[src/rtl/hypcx_pkg.sv]
package hypcx_pkg;

    typedef enum logic [1:0] {
        ST_IDLE   = 2'd0,
        ST_ROTATE = 2'd1,
        ST_FINISH = 2'd2
    } hyp_state_t;

    // Power series for inverse hyperbolic tangent, valid for |t| <= 0.5
    function automatic real atanh_series(input real t);
        real acc;
        real pw;
        acc = 0.0;
        pw  = t;
        for (int k = 0; k < 30; k++) begin
            acc = acc + pw / real'(2 * k + 1);
            pw  = pw * t * t;
        end
        return acc;
    endfunction

    // Shift index used at a given step of the schedule (repeats at 4, 13, 40, ...)
    function automatic int sched_shift(input int step);
        int  idx;
        int  rep_at;
        bit  taken;
        idx    = 1;
        rep_at = 4;
        taken  = 1'b0;
        for (int s = 0; s < step; s++) begin
            if (idx == rep_at && !taken) begin
                taken = 1'b1;
            end else begin
                if (idx == rep_at) begin
                    rep_at = 3 * rep_at + 1;
                    taken  = 1'b0;
                end
                idx = idx + 1;
            end
        end
        return idx;
    endfunction

    // Rounded fixed-point value of atanh(2^-i)
    function automatic int angle_q(input int i, input int frac);
        real a;
        a = atanh_series(2.0 ** (-i));
        return $rtoi(a * (2.0 ** frac) + 0.5);
    endfunction

    // Rounded fixed-point reciprocal of the schedule's hyperbolic gain
    function automatic int inv_gain_q(input int nsteps, input int frac);
        real k;
        int  i;
        k = 1.0;
        for (int s = 0; s < nsteps; s++) begin
            i = sched_shift(s);
            k = k * $sqrt(1.0 - 2.0 ** (-2 * i));
        end
        return $rtoi((2.0 ** frac) / k + 0.5);
    endfunction

endpackage

[src/rtl/hypcx_angle_rom.sv]
module hypcx_angle_rom
    import hypcx_pkg::*;
#(
    parameter int W       = 32,
    parameter int FRAC    = 16,
    parameter int MAX_IDX = 14,
    parameter int IDX_W   = 4
) (
    input  logic [IDX_W-1:0] idx_i,
    output logic [W-1:0]     angle_o
);

    localparam int DEPTH = 2 ** IDX_W;

    logic [W-1:0] tbl [DEPTH];

    // Table entries are computed at elaboration; index 0 and unused slots are zero
    for (genvar g = 0; g < DEPTH; g++) begin : g_ang
        if (g == 0 || g > MAX_IDX) begin : g_zero
            assign tbl[g] = '0;
        end else begin : g_val
            assign tbl[g] = W'(angle_q(g, FRAC));
        end
    end

    assign angle_o = tbl[idx_i];

endmodule

[src/rtl/hypcx_sched.sv]
module hypcx_sched #(
    parameter int N_STEPS = 16,
    parameter int MAX_IDX = 14,
    parameter int IDX_W   = 4,
    parameter int CNT_W   = 4
) (
    input  logic             clk,
    input  logic             rst_n,
    input  logic             begin_i,
    input  logic             advance_i,
    output logic [IDX_W-1:0] idx_o,
    output logic             last_o
);

    localparam int RP_W = IDX_W + 2;

    logic [CNT_W-1:0] step_q;
    logic [IDX_W-1:0] idx_q;
    logic [RP_W-1:0]  rep_at_q;
    logic             rep_taken_q;
    logic             at_rep;

    assign at_rep = (RP_W'(idx_q) == rep_at_q);

    always_ff @(posedge clk or negedge rst_n) begin
        if (!rst_n) begin
            step_q      <= '0;
            idx_q       <= IDX_W'(1);
            rep_at_q    <= RP_W'(4);
            rep_taken_q <= 1'b0;
        end else if (begin_i) begin
            step_q      <= '0;
            idx_q       <= IDX_W'(1);
            rep_at_q    <= RP_W'(4);
            rep_taken_q <= 1'b0;
        end else if (advance_i) begin
            step_q <= step_q + 1'b1;
            if (at_rep && !rep_taken_q) begin
                rep_taken_q <= 1'b1;
            end else begin
                if (at_rep) begin
                    rep_at_q    <= RP_W'(3 * rep_at_q + 1);
                    rep_taken_q <= 1'b0;
                end
                idx_q <= idx_q + 1'b1;
            end
        end
    end

    assign idx_o  = idx_q;
    assign last_o = (step_q == CNT_W'(N_STEPS - 1));

    // the index used by a micro-rotation is always a legal table index
    a_r9_idx_range: assert property (@(posedge clk) disable iff (!rst_n)
        advance_i |-> (idx_o >= IDX_W'(1)) && (idx_o <= IDX_W'(MAX_IDX)));

    // from one micro-rotation to the next, the index either repeats or steps by one
    a_r9_idx_step: assert property (@(posedge clk) disable iff (!rst_n)
        (advance_i && !last_o) |=> (idx_o == $past(idx_o)) || (idx_o == $past(idx_o) + 1'b1));

endmodule

[src/rtl/hypcx_datapath.sv]
module hypcx_datapath #(
    parameter int W     = 32,
    parameter int IDX_W = 4
) (
    input  logic                clk,
    input  logic                rst_n,
    input  logic                load_i,
    input  logic signed [W-1:0] x_init_i,
    input  logic signed [W-1:0] z_init_i,
    input  logic                step_i,
    input  logic [IDX_W-1:0]    shift_i,
    input  logic signed [W-1:0] angle_i,
    output logic signed [W-1:0] x_o,
    output logic signed [W-1:0] y_o
);

    logic signed [W-1:0] x_q, y_q, z_q;
    logic signed [W-1:0] x_sh, y_sh;
    logic signed [W-1:0] x_nx, y_nx, z_nx;
    logic                go_down;

    // Both shifted terms come from the previous-step values
    assign x_sh    = x_q >>> shift_i;
    assign y_sh    = y_q >>> shift_i;
    assign go_down = z_q[W-1];

    always_comb begin
        if (go_down) begin
            x_nx = x_q - y_sh;
            y_nx = y_q - x_sh;
            z_nx = z_q + angle_i;
        end else begin
            x_nx = x_q + y_sh;
            y_nx = y_q + x_sh;
            z_nx = z_q - angle_i;
        end
    end

    always_ff @(posedge clk or negedge rst_n) begin
        if (!rst_n) begin
            x_q <= '0;
            y_q <= '0;
            z_q <= '0;
        end else if (load_i) begin
            x_q <= x_init_i;
            y_q <= '0;
            z_q <= z_init_i;
        end else if (step_i) begin
            x_q <= x_nx;
            y_q <= y_nx;
            z_q <= z_nx;
        end
    end

    assign x_o = x_q;
    assign y_o = y_q;

    // the cosh accumulator never turns negative during rotation
    a_r1_x_positive: assert property (@(posedge clk) disable iff (!rst_n)
        step_i |=> !x_o[W-1]);

endmodule

[src/rtl/hyp_cordic_exp.sv]
module hyp_cordic_exp
    import hypcx_pkg::*;
#(
    parameter int W       = 32,
    parameter int FRAC    = 16,
    parameter int N_STEPS = 16,
    parameter int Z_LIM_Q = 73276
) (
    input  logic         clk,
    input  logic         rst_n,
    input  logic         start,
    input  logic [W-1:0] arg_z,
    output logic [W-1:0] cosh_q,
    output logic [W-1:0] sinh_q,
    output logic [W-1:0] exp_pos_q,
    output logic [W-1:0] exp_neg_q,
    output logic         busy,
    output logic         done,
    output logic         range_err
);

    localparam int MAX_IDX = sched_shift(N_STEPS - 1);
    localparam int IDX_W   = $clog2(MAX_IDX + 1);
    localparam int CNT_W   = (N_STEPS > 1) ? $clog2(N_STEPS) : 1;
    localparam logic signed [W-1:0] X_INIT = W'(inv_gain_q(N_STEPS, FRAC));
    localparam logic signed [W-1:0] ZL_POS = W'(Z_LIM_Q);
    localparam logic signed [W-1:0] ZL_NEG = -ZL_POS;

    hyp_state_t state_q, state_d;

    logic                accept;
    logic                rotating;
    logic                last_step;
    logic [IDX_W-1:0]    shift_idx;
    logic [W-1:0]        angle;
    logic signed [W-1:0] x_cur, y_cur;
    logic                out_of_range;
    logic                rng_pend_q;

    assign accept       = (state_q == ST_IDLE) && start;
    assign rotating     = (state_q == ST_ROTATE);
    assign out_of_range = ($signed(arg_z) > ZL_POS) || ($signed(arg_z) < ZL_NEG);

    // State register
    always_ff @(posedge clk or negedge rst_n) begin
        if (!rst_n) begin
            state_q <= ST_IDLE;
        end else begin
            state_q <= state_d;
        end
    end

    // Next-state logic
    always_comb begin
        state_d = state_q;
        unique case (state_q)
            ST_IDLE:   if (start)     state_d = ST_ROTATE;
            ST_ROTATE: if (last_step) state_d = ST_FINISH;
            ST_FINISH:                state_d = ST_IDLE;
            default:                  state_d = ST_IDLE;
        endcase
    end

    // Output process: handshake, range flag and result registers
    always_ff @(posedge clk or negedge rst_n) begin
        if (!rst_n) begin
            busy       <= 1'b0;
            done       <= 1'b0;
            range_err  <= 1'b0;
            rng_pend_q <= 1'b0;
            cosh_q     <= '0;
            sinh_q     <= '0;
            exp_pos_q  <= '0;
            exp_neg_q  <= '0;
        end else begin
            done <= 1'b0;
            if (accept) begin
                busy       <= 1'b1;
                rng_pend_q <= out_of_range;
            end
            if (state_q == ST_FINISH) begin
                busy      <= 1'b0;
                done      <= 1'b1;
                range_err <= rng_pend_q;
                cosh_q    <= x_cur;
                sinh_q    <= y_cur;
                exp_pos_q <= x_cur + y_cur;
                exp_neg_q <= x_cur - y_cur;
            end
        end
    end

    hypcx_sched #(
        .N_STEPS (N_STEPS),
        .MAX_IDX (MAX_IDX),
        .IDX_W   (IDX_W),
        .CNT_W   (CNT_W)
    ) u_sched (
        .clk       (clk),
        .rst_n     (rst_n),
        .begin_i   (accept),
        .advance_i (rotating),
        .idx_o     (shift_idx),
        .last_o    (last_step)
    );

    hypcx_angle_rom #(
        .W       (W),
        .FRAC    (FRAC),
        .MAX_IDX (MAX_IDX),
        .IDX_W   (IDX_W)
    ) u_rom (
        .idx_i   (shift_idx),
        .angle_o (angle)
    );

    hypcx_datapath #(
        .W     (W),
        .IDX_W (IDX_W)
    ) u_dp (
        .clk      (clk),
        .rst_n    (rst_n),
        .load_i   (accept),
        .x_init_i (X_INIT),
        .z_init_i ($signed(arg_z)),
        .step_i   (rotating),
        .shift_i  (shift_idx),
        .angle_i  ($signed(angle)),
        .x_o      (x_cur),
        .y_o      (y_cur)
    );

    // completion strobe lasts a single cycle
    a_r3_done_pulse: assert property (@(posedge clk) disable iff (!rst_n)
        done |=> !done);

    // busy is already low when done is presented
    a_r4_busy_low_at_done: assert property (@(posedge clk) disable iff (!rst_n)
        done |-> !busy);

    // done is only ever preceded by a busy cycle
    a_r4_done_after_busy: assert property (@(posedge clk) disable iff (!rst_n)
        done |-> $past(busy));

    // busy can only rise because start was sampled
    a_r5_rise_needs_start: assert property (@(posedge clk) disable iff (!rst_n)
        $rose(busy) |-> $past(start));

    // results hold between completions
    a_r6_hold_results: assert property (@(posedge clk) disable iff (!rst_n)
        !done |-> $stable(cosh_q) && $stable(sinh_q) && $stable(exp_pos_q) && $stable(exp_neg_q));

    // the range flag only rises together with done
    a_r7_flag_with_done: assert property (@(posedge clk) disable iff (!rst_n)
        $rose(range_err) |-> done);

endmodule

[config.mk]
export PLATFORM = sky130hd
export DESIGN_NAME = hyp_cordic_exp
export DESIGN_NICKNAME = d
export VERILOG_FILES = /design/src/rtl/hypcx_pkg.sv /design/src/rtl/hypcx_angle_rom.sv /design/src/rtl/hypcx_sched.sv /design/src/rtl/hypcx_datapath.sv /design/src/rtl/hyp_cordic_exp.sv
export SDC_FILE = /design/constraint.sdc
export NUM_CORES = 1
export LEC_CHECK = 0
export ABC_AREA = 0
export BUFFER_PORTS_ARGS = -buffer_cell sky130_fd_sc_hd__buf_2
export CELL_PAD_IN_SITES_DETAIL_PLACEMENT = 1
export CELL_PAD_IN_SITES_GLOBAL_PLACEMENT = 2
export CORE_UTILIZATION = 30
export CTS_CLUSTER_DIAMETER = 50
export DETAILED_ROUTE_END_ITERATION = 8
export PLACE_DENSITY_LB_ADDON = 0.05
export RECOVER_POWER = 25
export SLEW_MARGIN = 0
export SYNTH_ARGS = -nofsm -noshare
export SYNTH_HDL_FRONTEND = slang
export SYNTH_SLANG_ARGS = --single-unit
[constraint.sdc]
create_clock -name clk -period 7.6 [get_ports clk]
set_input_delay 1.14 -clock clk [delete_from_list [all_inputs] [get_ports clk]]
set_output_delay 1.14 -clock clk [all_outputs]
set_load 0.02 [all_outputs]
=== Word level (Yosys, flattened, before mapping) ===
Memories as Yosys holds them, arrays and structs flattened.
Index checks and enable logic that the tools add are counted.

* Add/sub/neg operators: 11
* Multipliers: 1
* Order comparisons: 3
* Bitwise operators: 1
* Shift-type cells: 2
* Reduce and logical (&&, ||, !) cells: 13
* Mux-type cells: 30
* Equality and inequality tests: 7

{| class="wikitable"
|+ Operators by type and width
! kind !! count
|-
| 2-to-1 mux 32 bit || 11
|-
| adder 32 bit || 4
|-
| subtractor 32 bit || 4
|-
| >>> shifter 32 x 4 -> 32 bit || 2
|-
| greater-than comparator 32 x 18 -> 1 bit, second input constant || 1
|-
| less-than comparator 32 x 18 -> 1 bit, second input constant || 1
|-
| 2-to-1 mux 6 bit || 4
|-
| 2-to-1 mux 4 bit || 5
|-
| adder 4 x 1 -> 4 bit, second input constant || 2
|-
| 2-to-1 mux 1 bit || 7
|-
| adder 6 x 1 -> 6 bit, second input constant || 1
|-
| == test 4 x 6 -> 1 bit || 1
|-
| multiplier 2 x 6 -> 6 bit, first input constant || 1
|-
| AND reduction 2 bit || 3
|-
| nonzero test 2 bit || 3
|-
| >= comparator 5 bit, second input constant || 1
|-
| NOT 4 -> 5 bit || 1
|-
| == test 4 bit, second input constant || 1
|-
| 2-to-1 mux 2 bit || 2
|-
| != test 2 bit, second input constant || 2
|-
| case mux 2 bit (2 select lines) || 1
|-
| AND reduction 3 bit || 1
|-
| nonzero test 3 bit || 1
|-
| == test 2 x 1 -> 1 bit, second input constant || 1
|-
| other kinds (6) || 7
|}

* Word-level logic and storage cells: 85
* Bits in read-only memories: 512
* Register bits: 245
* Output and inout port bits: 131
* Input bits: 35
* Memories: 1

{| class="wikitable"
|+ Memory list
! memory !! words !! width !! rd ports !! clocked after memory_dff !! wr ports !! line !! text
|-
| (name not given) || 16 || 32 || 1 || 0 || 0 || hypcx_angle_rom.sv:26 || <nowiki>assign angle_o = tbl[idx_i];</nowiki>
|}

=== Longest topological paths before layout ===
* Word-level depth: 8
* Gate-level depth with buffers: 28
* Gate-level depth less buffers: 24

=== Modules after synthesis ===
From an unflattened synthesis, not the netlist that was laid out.

* Cell total of the unflattened synthesis: 2,901
* Area total of the unflattened synthesis: 24,065.6 um^2

{| class="wikitable"
|+ By module, submodules not included
! module !! instances !! cells an instance !! area an instance (um^2) !! sequential area each (um^2)
|-
| hypcx_datapath || 1 || 1,762 || 14,346.3 || 2,402.3
|-
| hyp_cordic_exp || 1 || 995 || 8,395.6 || 3,328.2
|-
| hypcx_sched || 1 || 95 || 975.9 || 377.9
|-
| hypcx_angle_rom || 1 || 49 || 347.8 || 0.0
|}

=== Worst setup path before layout ===
Ideal clock, no wire load.

* Path type: reg-to-reg
* Start point: register u_sched.idx_q[2] (netlist: u_sched.idx_o[2])
* End point: register u_dp.x_q[30] (netlist: u_dp.x_o[30])
* Arrival: 5.995 ns
* Setup slack: 1.522 ns
* Setup time: 0.083 ns
* Path buffers: 7
* Period minus slack after synthesis: 6.078 ns
* Data required time: 7.517 ns
* Stages on the path, launching flop included: 25
* Path through: dfrtp_1 clkbuf_1 clkbuf_1 clkbuf_1 clkbuf_1 buf_1 clkbuf_1 buf_1 a21oi_1 a21oi_1 ha_1 and2_1 a31oi_1 nor2_1 o21ai_0 xor2_1 ha_1 nand4_1 o31ai_1 a31oi_1 or4b_2 a21oi_1 a221oi_1 xor2_1 o21ai_0

* Longest elaborated chain between the ends: 5
* Elaborated cells between the ends (all ways): 6
* Those cells by class: 2 x add/sub; 1 x shift; 3 x mux

{| class="wikitable"
|+ RTL lines
! element !! line !! text
|-
| from (decl) || hypcx_sched.sv:18 || <nowiki>logic [IDX_W-1:0] idx_q;</nowiki>
|-
| from (signal assigned) || hypcx_sched.sv:45 || <nowiki>idx_q <= idx_q + 1'b1;</nowiki>
|-
| >>> shifter 32 x 4 -> 32 bit * || hypcx_datapath.sv:24 || <nowiki>assign y_sh = y_q >>> shift_i;</nowiki>
|-
| adder 32 bit / subtractor 32 bit (equally long branches) || hypcx_datapath.sv:33, hypcx_datapath.sv:29 ||
|-
| 2-to-1 mux 32 bit * || hypcx_datapath.sv:28 || <nowiki>if (go_down) begin</nowiki>
|-
| 2-to-1 mux 32 bit * || hypcx_datapath.sv:48 || <nowiki>end else if (step_i) begin</nowiki>
|-
| 2-to-1 mux 32 bit * || hypcx_datapath.sv:44 || <nowiki>end else if (load_i) begin</nowiki>
|-
| to (signal assigned) || hypcx_datapath.sv:45 || <nowiki>x_q <= x_init_i;</nowiki>
|-
| to (signal assigned) || hypcx_datapath.sv:49 || <nowiki>x_q <= x_nx;</nowiki>
|-
| to (decl) || hypcx_datapath.sv:17 || <nowiki>logic signed [W-1:0] x_q, y_q, z_q;</nowiki>
|}

Mark *: on every way between the ends. The rest lies on a longest branch, timed or not. The select of a mux whose other input is x is not followed.
A chain may end at the register's enable or synchronous reset.

=== Worst setup path in the final report ===
* Start point: register u_sched.idx_q[0] (netlist: u_sched.idx_o[0])
* End point: register u_dp.y_q[31] (netlist: u_dp.y_o[31])

* Longest elaborated chain between the ends: 5
* Elaborated cells between the ends (all ways): 6
* Those cells by class: 2 x add/sub; 1 x shift; 3 x mux

{| class="wikitable"
|+ RTL lines
! element !! line !! text
|-
| >>> shifter 32 x 4 -> 32 bit * || hypcx_datapath.sv:23 || <nowiki>assign x_sh = x_q >>> shift_i;</nowiki>
|-
| adder 32 bit / subtractor 32 bit (equally long branches) || hypcx_datapath.sv:34, hypcx_datapath.sv:30 ||
|-
| 2-to-1 mux 32 bit * || hypcx_datapath.sv:28 ||
|-
| 2-to-1 mux 32 bit * || hypcx_datapath.sv:48 ||
|-
| 2-to-1 mux 32 bit * || hypcx_datapath.sv:44 ||
|-
| to (signal assigned) || hypcx_datapath.sv:50 || <nowiki>y_q <= y_nx;</nowiki>
|-
| to (decl) || hypcx_datapath.sv:17 ||
|}

Marked as above.

==> tab_implementation.tex <==
\begin{tabular}{lr}
\hline
Metric & Value \\
\hline
\multicolumn{2}{l}{\textbf{Clock tree}} \\
\quad Maximum level of the CTS H-tree & 2 \\
\quad Clock tree from TritonCTS & done \\
\quad Number of gates resized after CTS & 0 \\
\quad Number of buffers between clock root and the deepest sink & 3 \\
\quad Clock-pin slew on the worst setup and hold paths & 0.05 ns \\
\quad Clock latency on the worst-skew pair & 0.60 ns \\
\quad Total CTS buffers & 49 \\
\quad Total clock sinks & 244 \\
\quad Library cell used as clock root buffer & clkbuf\_16 \\
\multicolumn{2}{l}{\textbf{STA}} \\
\quad Setup repair after global routing missed its margin & no \\
\quad Post-layout minimum cycle time & 7.00 ns \\
\quad Worst rel slew slack & -1.20 \\
\quad Total count of max-transition violations in the final report & 204 \\
\quad Post-route clock period utilization & 0.922 \\
\quad Final setup skew & 0.0255 ns \\
\quad Accumulated negative setup slack & 0 ns \\
\quad Highest achievable clock rate & 0.143 GHz \\
\quad Actual transition at the worst max-transition pin & 3.30 ns \\
\quad Final setup violating endpoints & 0 \\
\quad Hold violation total from the final report & 0 \\
\multicolumn{2}{l}{\textbf{Yosys}} \\
\quad Count of flip-flops with a built-in enable after synthesis & 0 \\
\quad Register area share after synthesis & 0.269 \\
\quad Share of synthesized flip-flops with an asynchronous set or reset & 1.00 \\
\quad FF+latch count, synth & 244 \\
\quad Post-synthesis net count & 2,948 \\
\quad Most instantiated flip-flop cell in the synthesis netlist & dfrtp\_1 \\
\quad Number of warnings issued by yosys & 0 \\
\quad Post-synthesis average cell area & 8.32 um2 \\
\quad Post-synth cell types & 97 \\
\quad Cells after synthesis & 2,731 \\
\quad Area of the mapped netlist & 22,700 um2 \\
\multicolumn{2}{l}{\textbf{Setup path}} \\
\quad Crit end category & flop \\
\quad Critical-path top delay cell & dfstp\_4 \\
\quad Cell-by-cell trace of the critical path & buf\_4, mux2\_2, mux4\_2, a31oi\_1, a32o\_1, and4\_1, and2b\_1, and3\_1, nor2\_1, xor2\_1, ha\_1, nand4\_1, nor2\_1, a311o\_1, a2111oi\_0, buf\_4, o21bai\_1, a21oi\_1, o31ai\_1, xor2\_1, o311a\_1, mux2\_2, o32ai\_2 \\
\quad Biggest fanout along the worst timing path & 35 \\
\quad Critical path type & flop to flop \\
\quad Data required time of the worst path & 8.08 ns \\
\quad Type of element launching the critical path & flop \\
\quad WP data arrival & 7.49 ns \\
\quad Worst stage delay on the critical path & 0.96 ns \\
\multicolumn{2}{l}{\textbf{Routing}} \\
\quad Drt drc & 0 \\
\quad DRC violation total after the first TritonRoute iteration & 1,206 \\
\quad Average wire per standard cell & 24.1 um \\
\quad Number of routed nets with antenna violations & 0 \\
\quad First drt pass iteration count & 8 \\
\quad Post-DR vias/cell & 5.56 \\
\quad Via count & 21,400 \\
\quad Met1 Wirelength & 42.0 mm \\
\quad Met3 Wirelength & 3.73 mm \\
\quad Total wire length & 93.1 mm \\
\quad Met2 routed WL & 44.1 mm \\
\quad DR top layer & met4 \\
\multicolumn{2}{l}{\textbf{GRT}} \\
\quad Pin count of the biggest net entering global routing & 141 \\
\quad Global-route usage over all layers & 0.239 \\
\quad Number of global-route vias before repair & 22,600 \\
\quad Wire length of the first global-routing pass & 142 mm \\
\quad Number of antenna violations at the first check in global routing & 2 \\
\quad Grt ovf & 0 \\
\multicolumn{2}{l}{\textbf{Place}} \\
\quad Detailed-placement wirelength estimate & 70.4 mm \\
\quad Total of buffers placed on input and output ports & 165 \\
\quad Global placer's final weighted congestion & 0.861 \\
\multicolumn{2}{l}{\textbf{Floorplan}} \\
\quad Number of standard-cell rows in the floorplan & 100 \\
\quad Die H & 277 um \\
\quad Die Outline Area & 76,800 um2 \\
\quad Core box area & 74,700 um2 \\
\quad Number of primary I/O pins & 166 \\
\quad Effective utilization at floorplan & 0.304 \\
\quad Die X & 277 um \\
\multicolumn{2}{l}{\textbf{Min path}} \\
\quad Worst min-delay path category & flop to flop \\
\multicolumn{2}{l}{\textbf{Flow run}} \\
\quad Count of max-cap constraint violations & 4 \\
\multicolumn{2}{l}{\textbf{Layout}} \\
\quad Share of the core filled with cells in the final layout & 0.353 \\
\quad Commonest cells after routing, fill and taps aside & 346 x nand2\_1, 281 x o21ai\_0, 238 x dfrtp\_1, 178 x a21oi\_1, 176 x ha\_1 \\
\quad Ant diodes & 0 \\
\quad Proportion of layout cells with a drive suffix above 1 & 0.152 \\
\quad Layout area overhead & 16.0\% \\
\quad Number of nets at the end of the flow & 3,067 \\
\quad Fill count & 8,814 \\
\quad Leading cell type in the layout, fill and taps excluded & nand2\_1 \\
\multicolumn{2}{l}{\textbf{Run status}} \\
\quad Violated checks & capacitance limit, slew limit \\
\quad Outcome & finished with violations \\
\hline
\end{tabular}
==> worst max-delay path: cells and delay by family (launching register included) <==
kind                     cells  cell delay, ns
flip-flops                   1            0.96
buffers and inverters        2            0.56
AO/OA/AOI/OAI                9            2.36
adder cells (fa/ha/maj)      1            0.36
XOR/XNOR                     2            0.35
AND/OR/NAND/NOR              6            1.07
multiplexers                 3            1.19
==> layout make-up <==
| type | instances | area (um2) | share of cell area |
|---|---|---|---|
| Timing Repair Buffer | 229 | 1330 | 0.0505 |
| Clock buffer | 58 | 1340 | 0.0509 |
| Multi-Input combinational cell | 2231 | 15600 | 0.590 |
| Clock inverter | 32 | 434 | 0.0165 |
| Sequential cell | 244 | 6120 | 0.232 |
| Tap cell | 969 | 1210 | 0.0460 |
| Inverter | 95 | 357 | 0.0135 |
==> cell usage after synthesis, types with 42 or more instances <==
cell type,n,area share
a21o_1,64,0.021
a21oi_1,178,0.039
a31oi_1,42,0.012
clkbuf_1,114,0.019
dfrtp_1,242,0.27
ha_1,176,0.097
inv_1,91,0.015
mux2i_1,66,0.029
mux4_2,47,0.047
nand2_1,346,0.057
nand3_1,88,0.019
nor2_1,173,0.029
nor3_1,50,0.011
o21ai_0,281,0.062
xnor2_1,110,0.042
xor2_1,102,0.039
==> path summary, 6_finish.rpt <==
path | start | cells after the start | endpoint | slack, ns
worst min-delay path | exp_pos_q[22] | 2 | exp_pos_q[22] | 0.46
max in group asynchronous | rst_n | 2 | u_sched.idx_o[1] | 1.49
worst max-delay path | u_sched.idx_o[0] | 23 | u_dp.y_o[31] | 0.60
min in group asynchronous | rst_n | 1 | exp_neg_q[11] | 1.55
worst min register to register | exp_pos_q[22] | 2 | exp_pos_q[22] | 0.46
worst max register to register | u_sched.idx_o[0] | 23 | u_dp.y_o[31] | 0.60
==> state kept, by name, indices dropped and copies added, names as in the netlist <==
name                 count
exp_pos_q               32
state_q                  2
u_sched.rep_taken_q      1
exp_neg_q               31
u_sched.idx_o            4
range_err                1
u_dp.x_o                32
u_sched.rep_at_q         6
u_dp.z_q                32
rng_pend_q               1
busy                     1
sinh_q                  32
done                     1
u_dp.y_o                32
u_sched.step_q           4
cosh_q                  32
==> per-stage QoR <==
step,setup slack [ns],hold WS [ns],area [um2],instances
after floorplan,1.52,0.439,22700,2731
after global placement,0.443,0.445,24600,3767
after detailed placement,0.279,0.455,24600,3767
after CTS,0.254,0.451,26400,3857
after global routing,0.0837,0.482,26300,3858
final,0.595,0.461,26300,3858
==> logic make-up (layout without fill, tap and decap cells) <==
kind of cell,after synthesis,count (layout),share of synthesized area
buffers and inverters,256,414,0.0465
XOR/XNOR,212,212,0.0818
multiplexers,155,155,0.0976
AND/OR/NAND/NOR,847,847,0.172
flip-flops,244,244,0.269
AO/OA/AOI/OAI,835,835,0.231
adder cells (fa/ha/maj),182,182,0.102
==> repair_timing <==
item / CTS / global route
hold buffers: 0 / 0
setup buffers: 0 / 1
endpoints found under the setup margin: 0 / 7
==> metal layers <==
metal,vias to the layer above,track usage
li1,10200,-
met1,10700,0.313
met2,461,0.404
met3,144,0.0292
met4,0,0.0822
met5,-,0
Power is left out: the tool's default activity adds up to more than one toggle a clock period on the data nets, which glitch-free logic cannot reach.
